`src/rtl/ic_pkg.sv`:
```
// Shared types for the input capture channel.
// Assumes a 2-bit register address space and an 11-bit control word.
package ic_pkg;
    typedef enum logic [1:0] {
        EDGE_OFF  = 2'd0,
        EDGE_RISE = 2'd1,
        EDGE_FALL = 2'd2,
        EDGE_ANY  = 2'd3
    } edge_sel_t;

    typedef struct packed {
        logic       irq_en;   // bit 10
        logic       share;    // bit 9
        logic       fast_clr; // bit 8
        logic       two_ev;   // bit 7
        logic       no_ovw;   // bit 6
        logic       hold_en;  // bit 5
        logic       latch_en; // bit 4
        logic [1:0] dly;      // bits 3:2
        edge_sel_t  edge_sel; // bits 1:0
    } ctrl_t;

    localparam int CTRL_W = $bits(ctrl_t);

    localparam logic [1:0] ADDR_CTRL = 2'd0;
    localparam logic [1:0] ADDR_CAP  = 2'd1;
    localparam logic [1:0] ADDR_HOLD = 2'd2;
    localparam logic [1:0] ADDR_FLAG = 2'd3;
endpackage

```
`src/rtl/ic_filter.sv`:
```
// Two-flop synchronizer followed by a pulse-width rejection filter.
// The output level follows the synchronized pin only after the pin has
// differed from the output for the selected number of clocks. Any return
// to the output level restarts the count. Select 0 passes the level after
// one clock.
// Assumes DLY_BASE >= 1. The longest delay is 4*DLY_BASE.
module ic_filter #(
    parameter int DLY_BASE = 256
) (
    input  logic       clk,
    input  logic       rst_n,
    input  logic       pin_raw,
    input  logic [1:0] dly_sel,
    output logic       lvl
);
    localparam int CW = $clog2(4 * DLY_BASE) + 1;

    logic          sync1, sync2;
    logic [CW-1:0] fcnt;
    logic [CW-1:0] lim;

    // Two-stage synchronizer for the asynchronous pin.
    always_ff @(posedge clk) begin
        if (!rst_n) begin
            sync1 <= 1'b0;
            sync2 <= 1'b0;
        end else begin
            sync1 <= pin_raw;
            sync2 <= sync1;
        end
    end

    // Terminal count for the selected delay.
    always_comb begin
        case (dly_sel)
            2'd1:    lim = CW'(DLY_BASE - 1);
            2'd2:    lim = CW'(2 * DLY_BASE - 1);
            2'd3:    lim = CW'(4 * DLY_BASE - 1);
            default: lim = '0;
        endcase
    end

    // Stability counter: accept the new level after lim+1 differing cycles.
    always_ff @(posedge clk) begin
        if (!rst_n) begin
            fcnt <= '0;
            lvl  <= 1'b0;
        end else if (sync2 == lvl) begin
            fcnt <= '0;
        end else if (fcnt >= lim) begin
            fcnt <= '0;
            lvl  <= sync2;
        end else begin
            fcnt <= fcnt + 1'b1;
        end
    end
endmodule

```
`src/rtl/ic_edge.sv`:
```
// Edge qualifier: compares the filtered level with its previous value
// and raises a one-cycle event for the selected transition.
// Assumes the level is already synchronous to clk.
module ic_edge
    import ic_pkg::*;
(
    input  logic      clk,
    input  logic      rst_n,
    input  logic      lvl,
    input  edge_sel_t edge_sel,
    output logic      ev
);
    logic lvl_q;

    // Previous level for transition detection.
    always_ff @(posedge clk) begin
        if (!rst_n) lvl_q <= 1'b0;
        else        lvl_q <= lvl;
    end

    // Match the transition against the edge selection.
    always_comb begin
        case (edge_sel)
            EDGE_RISE: ev = lvl & ~lvl_q;
            EDGE_FALL: ev = ~lvl & lvl_q;
            EDGE_ANY:  ev = lvl ^ lvl_q;
            default:   ev = 1'b0;
        endcase
    end
endmodule

```
`src/rtl/ic_hold.sv`:
```
// Capture register, holding register and channel flag.
// A capture stores the count. The holding register loads from the
// capture register on a latch strobe (latch mode), on a force command, or
// on each capture (buffered or two-event mode). No-overwrite blocks a
// load while an unread value is held. A flag set wins over a clear in
// the same cycle.
// Assumes all control inputs are single-cycle pulses.
module ic_hold
    import ic_pkg::*;
#(
    parameter int CNT_W = 16
) (
    input  logic             clk,
    input  logic             rst_n,
    input  ctrl_t            ctrl,
    input  logic             ctrl_wr,
    input  logic             ev,
    input  logic [CNT_W-1:0] count,
    input  logic             latch_stb,
    input  logic             force_ld,
    input  logic             hold_rd,
    input  logic             cap_rd,
    input  logic             flag_w1c,
    output logic [CNT_W-1:0] cap_val,
    output logic [CNT_W-1:0] hold_val,
    output logic             hold_full,
    output logic             flag
);
    logic shift_mode, two_mode, hold_ok, hold_ld, pend, flag_set, flag_clr;

    assign shift_mode = !ctrl.latch_en && (ctrl.hold_en || ctrl.two_ev);
    assign two_mode   = !ctrl.latch_en && !ctrl.hold_en && ctrl.two_ev;
    assign hold_ok    = !(ctrl.no_ovw && hold_full);
    assign hold_ld    = hold_ok && ((ev && shift_mode) || force_ld ||
                                    (latch_stb && ctrl.latch_en));
    assign flag_set   = ev && (!two_mode || pend);
    assign flag_clr   = ctrl.fast_clr ? cap_rd : flag_w1c;

    // Capture register: take the count on each qualified event.
    always_ff @(posedge clk) begin
        if (!rst_n)  cap_val <= '0;
        else if (ev) cap_val <= count;
    end

    // Holding register and its unread marker.
    always_ff @(posedge clk) begin
        if (!rst_n) begin
            hold_val  <= '0;
            hold_full <= 1'b0;
        end else if (hold_ld) begin
            hold_val  <= cap_val;
            hold_full <= 1'b1;
        end else if (hold_rd) begin
            hold_full <= 1'b0;
        end
    end

    // Two-event phase: restarts on any control write.
    always_ff @(posedge clk) begin
        if (!rst_n)                pend <= 1'b0;
        else if (ctrl_wr)          pend <= 1'b0;
        else if (ev && two_mode)   pend <= !pend;
    end

    // Channel flag with set priority.
    always_ff @(posedge clk) begin
        if (!rst_n)        flag <= 1'b0;
        else if (flag_set) flag <= 1'b1;
        else if (flag_clr) flag <= 1'b0;
    end
endmodule

```
`src/rtl/ic_capture_chan.sv`:
```
// Top of the input capture channel: register decode, own/partner pin
// filters, edge qualifier and capture/holding logic.
// Assumes count is synchronous to clk and latch_stb is one cycle wide.
module ic_capture_chan
    import ic_pkg::*;
#(
    parameter int CNT_W    = 16,
    parameter int DLY_BASE = 256
) (
    input  logic             clk,
    input  logic             rst_n,
    input  logic             pin_own,
    input  logic             pin_partner,
    input  logic [CNT_W-1:0] count,
    input  logic             latch_stb,
    input  logic             reg_wr,
    input  logic             reg_rd,
    input  logic [1:0]       reg_addr,
    input  logic [15:0]      reg_wdata,
    output logic [15:0]      reg_rdata,
    output logic             cap_flag,
    output logic             irq
);
    localparam int NPIN = 2;

    ctrl_t            ctrl_q;
    logic [NPIN-1:0]  pins, lvls;
    logic             src_lvl, cap_ev, ctrl_wr;
    logic [CNT_W-1:0] cap_val, hold_val;
    logic             hold_full;

    assign pins    = {pin_partner, pin_own};
    assign ctrl_wr = reg_wr && (reg_addr == ADDR_CTRL);

    // Control register.
    always_ff @(posedge clk) begin
        if (!rst_n)       ctrl_q <= '0;
        else if (ctrl_wr) ctrl_q <= ctrl_t'(reg_wdata[CTRL_W-1:0]);
    end

    // One filter per candidate pin.
    for (genvar i = 0; i < NPIN; i++) begin : g_pin
        ic_filter #(.DLY_BASE(DLY_BASE)) u_filt (
            .clk     (clk),
            .rst_n   (rst_n),
            .pin_raw (pins[i]),
            .dly_sel (ctrl_q.dly),
            .lvl     (lvls[i])
        );
    end

    assign src_lvl = ctrl_q.share ? lvls[1] : lvls[0];

    ic_edge u_edge (
        .clk      (clk),
        .rst_n    (rst_n),
        .lvl      (src_lvl),
        .edge_sel (ctrl_q.edge_sel),
        .ev       (cap_ev)
    );

    ic_hold #(.CNT_W(CNT_W)) u_hold (
        .clk       (clk),
        .rst_n     (rst_n),
        .ctrl      (ctrl_q),
        .ctrl_wr   (ctrl_wr),
        .ev        (cap_ev),
        .count     (count),
        .latch_stb (latch_stb),
        .force_ld  (reg_wr && (reg_addr == ADDR_HOLD)),
        .hold_rd   (reg_rd && (reg_addr == ADDR_HOLD)),
        .cap_rd    (reg_rd && (reg_addr == ADDR_CAP)),
        .flag_w1c  (reg_wr && (reg_addr == ADDR_FLAG) && reg_wdata[0]),
        .cap_val   (cap_val),
        .hold_val  (hold_val),
        .hold_full (hold_full),
        .flag      (cap_flag)
    );

    // Read data multiplexer.
    always_comb begin
        reg_rdata = '0;
        case (reg_addr)
            ADDR_CTRL: reg_rdata[CTRL_W-1:0] = ctrl_q;
            ADDR_CAP:  reg_rdata = 16'(cap_val);
            ADDR_HOLD: reg_rdata = 16'(hold_val);
            default:   reg_rdata[0] = cap_flag;
        endcase
    end

    assign irq = cap_flag && ctrl_q.irq_en;
endmodule

```
`config.mk`:
```
export PLATFORM = sky130hd
export DESIGN_NAME = ic_capture_chan
export DESIGN_NICKNAME = d
export VERILOG_FILES = /design/src/rtl/ic_pkg.sv /design/src/rtl/ic_filter.sv /design/src/rtl/ic_edge.sv /design/src/rtl/ic_hold.sv /design/src/rtl/ic_capture_chan.sv
export SDC_FILE = /design/constraint.sdc
export NUM_CORES = 1
export LEC_CHECK = 0
export ABC_AREA = 1
export ABC_CLOCK_PERIOD_IN_PS = 1900
export BUFFER_PORTS_ARGS = -buffer_cell sky130_fd_sc_hd__buf_2
export CAP_MARGIN = 40
export CORE_ASPECT_RATIO = 1.2
export CORE_MARGIN = 2
export CORE_UTILIZATION = 50
export DETAILED_ROUTE_END_ITERATION = 10
export GPL_ROUTABILITY_DRIVEN = 0
export PLACE_DENSITY = 0.8
export SLEW_MARGIN = 10
export SYNTH_ARGS = -nofsm -noshare
export SYNTH_HDL_FRONTEND = slang
export SYNTH_SLANG_ARGS = --single-unit
```
`constraint.sdc`:
```
create_clock -name clk -period 1.9 [get_ports clk]
set_input_delay 0.38 -clock clk [delete_from_list [all_inputs] [get_ports clk]]
set_output_delay 0.38 -clock clk [all_outputs]
set_load 0.05 [all_outputs]
```
==> impl_metrics.sql <==
INSERT INTO impl_metrics (metric_group, metric, value, unit) VALUES
('power', 'totalPowerFinal', '3.757', 'mW'),
('die', 'top_level_ports', '59', ''),
('final_layout', 'share_of_final_layout_standard_cells_stronger_than_drive_strength_1', '27.08', '%'),
('final_layout', 'regArea', '1506', 'um2'),
('routing', 'detail_routed_net_length_per_standard_cell', '12.84', 'um'),
('sta', 'max_slew_headroom', '66.63', '%'),
('placed_design', 'placed_area', '4337', 'um2'),
('routing', 'drt_first_pass_iters', '6', ''),
('routing', 'drc', '0', ''),
('logic_synthesis', 'ys_top_cells_by_area', 'sky130_fd_sc_hd__dfxtp_1 40%, sky130_fd_sc_hd__nand2_1 12%, sky130_fd_sc_hd__nor2_1 6.5%, sky130_fd_sc_hd__ha_1 6.0%, sky130_fd_sc_hd__nand3_1 5.2%', ''),
('sta', 'clock-skew-final', '8.451', 'ps'),
('setup_path', 'worst_ep_required_time', '1520', 'ps'),
('sta', 'setup_viol', '0', ''),
('global_routing', 'met2_resource_use_gr', '41.32', '%'),
('setup_path', 'path_common_cell', 'sky130_fd_sc_hd__inv_1', ''),
('logic_synthesis', 'synth_unique_cells', '32', ''),
('final_layout', 'num_antenna_cells', '0', ''),
('final_layout', 'area_growth_syn_to_layout', '25.70', '%'),
('sta', 'clock.fmax', '545.9', 'MHz'),
('routing', 'drtAntennaViolNets', '0', ''),
('logic_synthesis', 'avgSynthCellArea', '7.185', 'um2'),
('sta', 'max_slew.worst_pin.slew', '499.4', 'ps'),
('min_path', 'timing.hold.worst.class', 'in2reg', ''),
('global_routing', 'grt_pass1_wl', '15230', 'um'),
('routing', 'via_per_inst', '5.147', ''),
('logic_synthesis', 'syn-num-nets', '584', ''),
('logic_synthesis', 'synth.cell_area', '3772', 'um2'),
('final_layout', 'fillerInstances', '580', ''),
('global_routing', 'grt_pass1_vias', '3647', ''),
('setup_path', 'setup.worst_path.end_class', 'output port', ''),
('routing', 'drt-initial-drc-count', '131', ''),
('power', 'irDropWorstVdd', '0.5871', 'mV'),
('logic_synthesis', 'ys_seq_area_share', '39.80', '%'),
('die', 'die_ar', '8258', 'um2'),
('clock_tree', 'library_cell_used_as_clock_root_buffer', 'sky130_fd_sc_hd__clkbuf_8', ''),
('clock_tree', 'clockBufferDepth', '2', ''),
('placed_design', 'hpwlAfterDp', '6193', 'um'),
('clock_tree', 'cts-htree-levels', '3', ''),
('placed_design', 'buffer_ports.inserted', '53', ''),
('final_layout', 'design.final.nets', '656', ''),
('global_routing', 'grt_most_used_layer', 'met2', ''),
('final_layout', 'final_cell_mix', '116 x sky130_fd_sc_hd__nand2_1, 71 x sky130_fd_sc_hd__dfxtp_1, 64 x sky130_fd_sc_hd__nor2_1', ''),
('clock_tree', 'tritoncts.num_buffers', '9', ''),
('final_layout', 'multi_input_comb_area', '2088', 'um2'),
('routing', 'postRouteWirelength', '8886', 'um'),
('logic_synthesis', 'ys_seq_elements', '75', ''),
('flow_run', 'max_cap_viol_count', '0', ''),
('sta', 'finalHoldViolCount', '0', ''),
('final_layout', 'final_common_cell', 'sky130_fd_sc_hd__nand2_1', ''),
('logic_synthesis', 'synth-warning-count', '0', ''),
('final_layout', 'final-instance-count-excl-fill', '692', ''),
('die', 'floorplan.initialDensity', '51.86', '%'),
('power', 'power.density_cell_area', '792.3', 'nW/um2'),
('global_routing', 'antenna_found_initial', '0', ''),
('placed_design', 'dp_cells', '671', ''),
('die', 'core-area', '7274', 'um2'),
('setup_path', 'worstPathArrival', '1450', 'ps'),
('sta', 'finalCriticalPeriod', '1832', 'ps'),
('clock_tree', 'clk_latency', '360', 'ps'),
('setup_path', 'cp-start-kind', 'primary input', ''),
('logic_synthesis', 'synth_cells', '525', ''),
('setup_path', 'cp_cell_sequence', 'buf_2 > inv_1 > ha_2 > inv_1 > a21oi_4 > clkbuf_4', ''),
('die', 'rows', '34', ''),
('global_routing', 'grtUsageMet1', '24.72', '%'),
('clock_tree', 'tritoncts_clock_tree', 'built', ''),
('sta', 'min_period_over_period', '96.42', '%'),
('global_routing', 'gr_met3_demand_resource', '4.730', '%'),
('setup_path', 'max_stage_delay', '340', 'ps'),
('die', 'fp.dieH', '99.15', 'um'),
('outcome', 'run_status', 'finished clean', ''),
('power', 'power_leakage', '2.067', 'nW');
[metal layers]
metal  vias up  part of all wire, %
li1       1801                    -
met1      1635                   40
met2       109                   52
met3        17                  5.8
met4         0                  1.9
met5         -                    0
[repair_timing]
item,4_1_cts,5_1_grt
endpoints found under the setup margin,13,61
pin swaps,3,11
gates cloned,1,0
endpoints found under the hold margin,0,0
resized for setup,4,38
hold buffers,0,0
buffers inserted,3,1
[state kept, by name, indices dropped and copies added, names as in the netlist]
name and flops:
u_edge.lvl_q 1, g_pin.u_filt.sync2 2, ctrl_q 11, g_pin.u_filt.fcnt 22, g_pin.u_filt.lvl 2, u_hold.flag 1
u_hold.hold_full 1, u_hold.hold_val 16, u_hold.pend 1, u_hold.cap_val 16, g_pin.u_filt.sync1 2
[worst max-delay path: cells and delay by family]
| kind | cells | cell delay (ps) |
|---|---|---|
| compound gates | 1 | 40 |
| fa+ha+maj | 1 | 270 |
| buf+inv | 4 | 760 |
[path summary, 6_finish.rpt]
path	start	endpoint	slack, ps	cells after the start
hold / removal	pin_own	g_pin[0].u_filt.sync1	230	3
setup / recovery	reg_addr[0]	reg_rdata[14]	70	6
hold reg to reg	g_pin[1].u_filt.sync1	g_pin[1].u_filt.sync2	430	2
setup reg to reg	g_pin[1].u_filt.lvl	u_hold.hold_val[2]	90	13
[cells by family (layout without fill, tap and decap cells)]
group	Yosys count	count (layout)	synth area share, %
AOI/OAI and AO/OA	71	71	10.15
xor gates and xnor gates	20	20	4.644
adders and majority gates	18	18	5.970
buffers and inverters	76	153	8.425
DFF	75	75	39.80
and+or+nand+nor	265	265	31.01
[metrics by stage]
step / hold slack (ps) / setup TNS [ps] / setup WS, ps / utilization, %
global placement: 409.3 / 0 / 47.05 / 59.61
floorplan: 390.5 / -9.538 / -9.538 / -
CTS: 222.8 / 0 / 5.968 / 63.86
detailed placement: 412.8 / -19.20 / -10.88 / 59.61
global route: 244.9 / -185.8 / -19.69 / 65.19
finish: 233.2 / 0 / 68.06 / 65.19
[power breakdown]
part	switching [mW]	leakage (nW)	total, mW	internal (mW)
combinational	0.382	1.34	0.641	0.259
clock	0.593	0.114	1.41	0.818
sequential	0.0588	0.611	1.71	1.65
total	1.03	2.07	3.76	2.72
[cell usage after synthesis]
master,instances
sky130_fd_sc_hd__clkinv_1,2
sky130_fd_sc_hd__nor3_2,1
sky130_fd_sc_hd__or2_2,1
sky130_fd_sc_hd__nand4_1,3
sky130_fd_sc_hd__inv_2,5
sky130_fd_sc_hd__inv_1,50
sky130_fd_sc_hd__a21oi_1,33
sky130_fd_sc_hd__nand3_2,2
sky130_fd_sc_hd__a31oi_1,1
sky130_fd_sc_hd__nand2_2,4
sky130_fd_sc_hd__o21ai_0,29
sky130_fd_sc_hd__o211ai_1,2
sky130_fd_sc_hd__nor3_1,3
sky130_fd_sc_hd__nor2_4,1
sky130_fd_sc_hd__buf_2,2
sky130_fd_sc_hd__nand2_4,2
sky130_fd_sc_hd__nor2_1,65
sky130_fd_sc_hd__nand3_1,39
sky130_fd_sc_hd__dfxtp_1,75
sky130_fd_sc_hd__xnor2_1,6
sky130_fd_sc_hd__o21bai_4,1
sky130_fd_sc_hd__xor2_1,14
sky130_fd_sc_hd__nand3b_1,1
sky130_fd_sc_hd__o21ai_1,3
sky130_fd_sc_hd__nand2_1,120
sky130_fd_sc_hd__ha_1,18
sky130_fd_sc_hd__and3_1,1
sky130_fd_sc_hd__buf_6,4
sky130_fd_sc_hd__nor2_2,22
sky130_fd_sc_hd__clkbuf_1,13
sky130_fd_sc_hd__o21ai_2,1
sky130_fd_sc_hd__a22o_1,1
[area by class of cell]
type | instances | area share, %
Multi-Input combinational cell | 374 | 44.04
Timing Repair Buffer | 80 | 12.43
Tap cell | 90 | 2.375
Inverter | 57 | 4.591
Clock buffer | 13 | 3.351
Clock inverter | 3 | 1.451
Sequential cell | 75 | 31.77
Power figures use the tool's default switching activity.
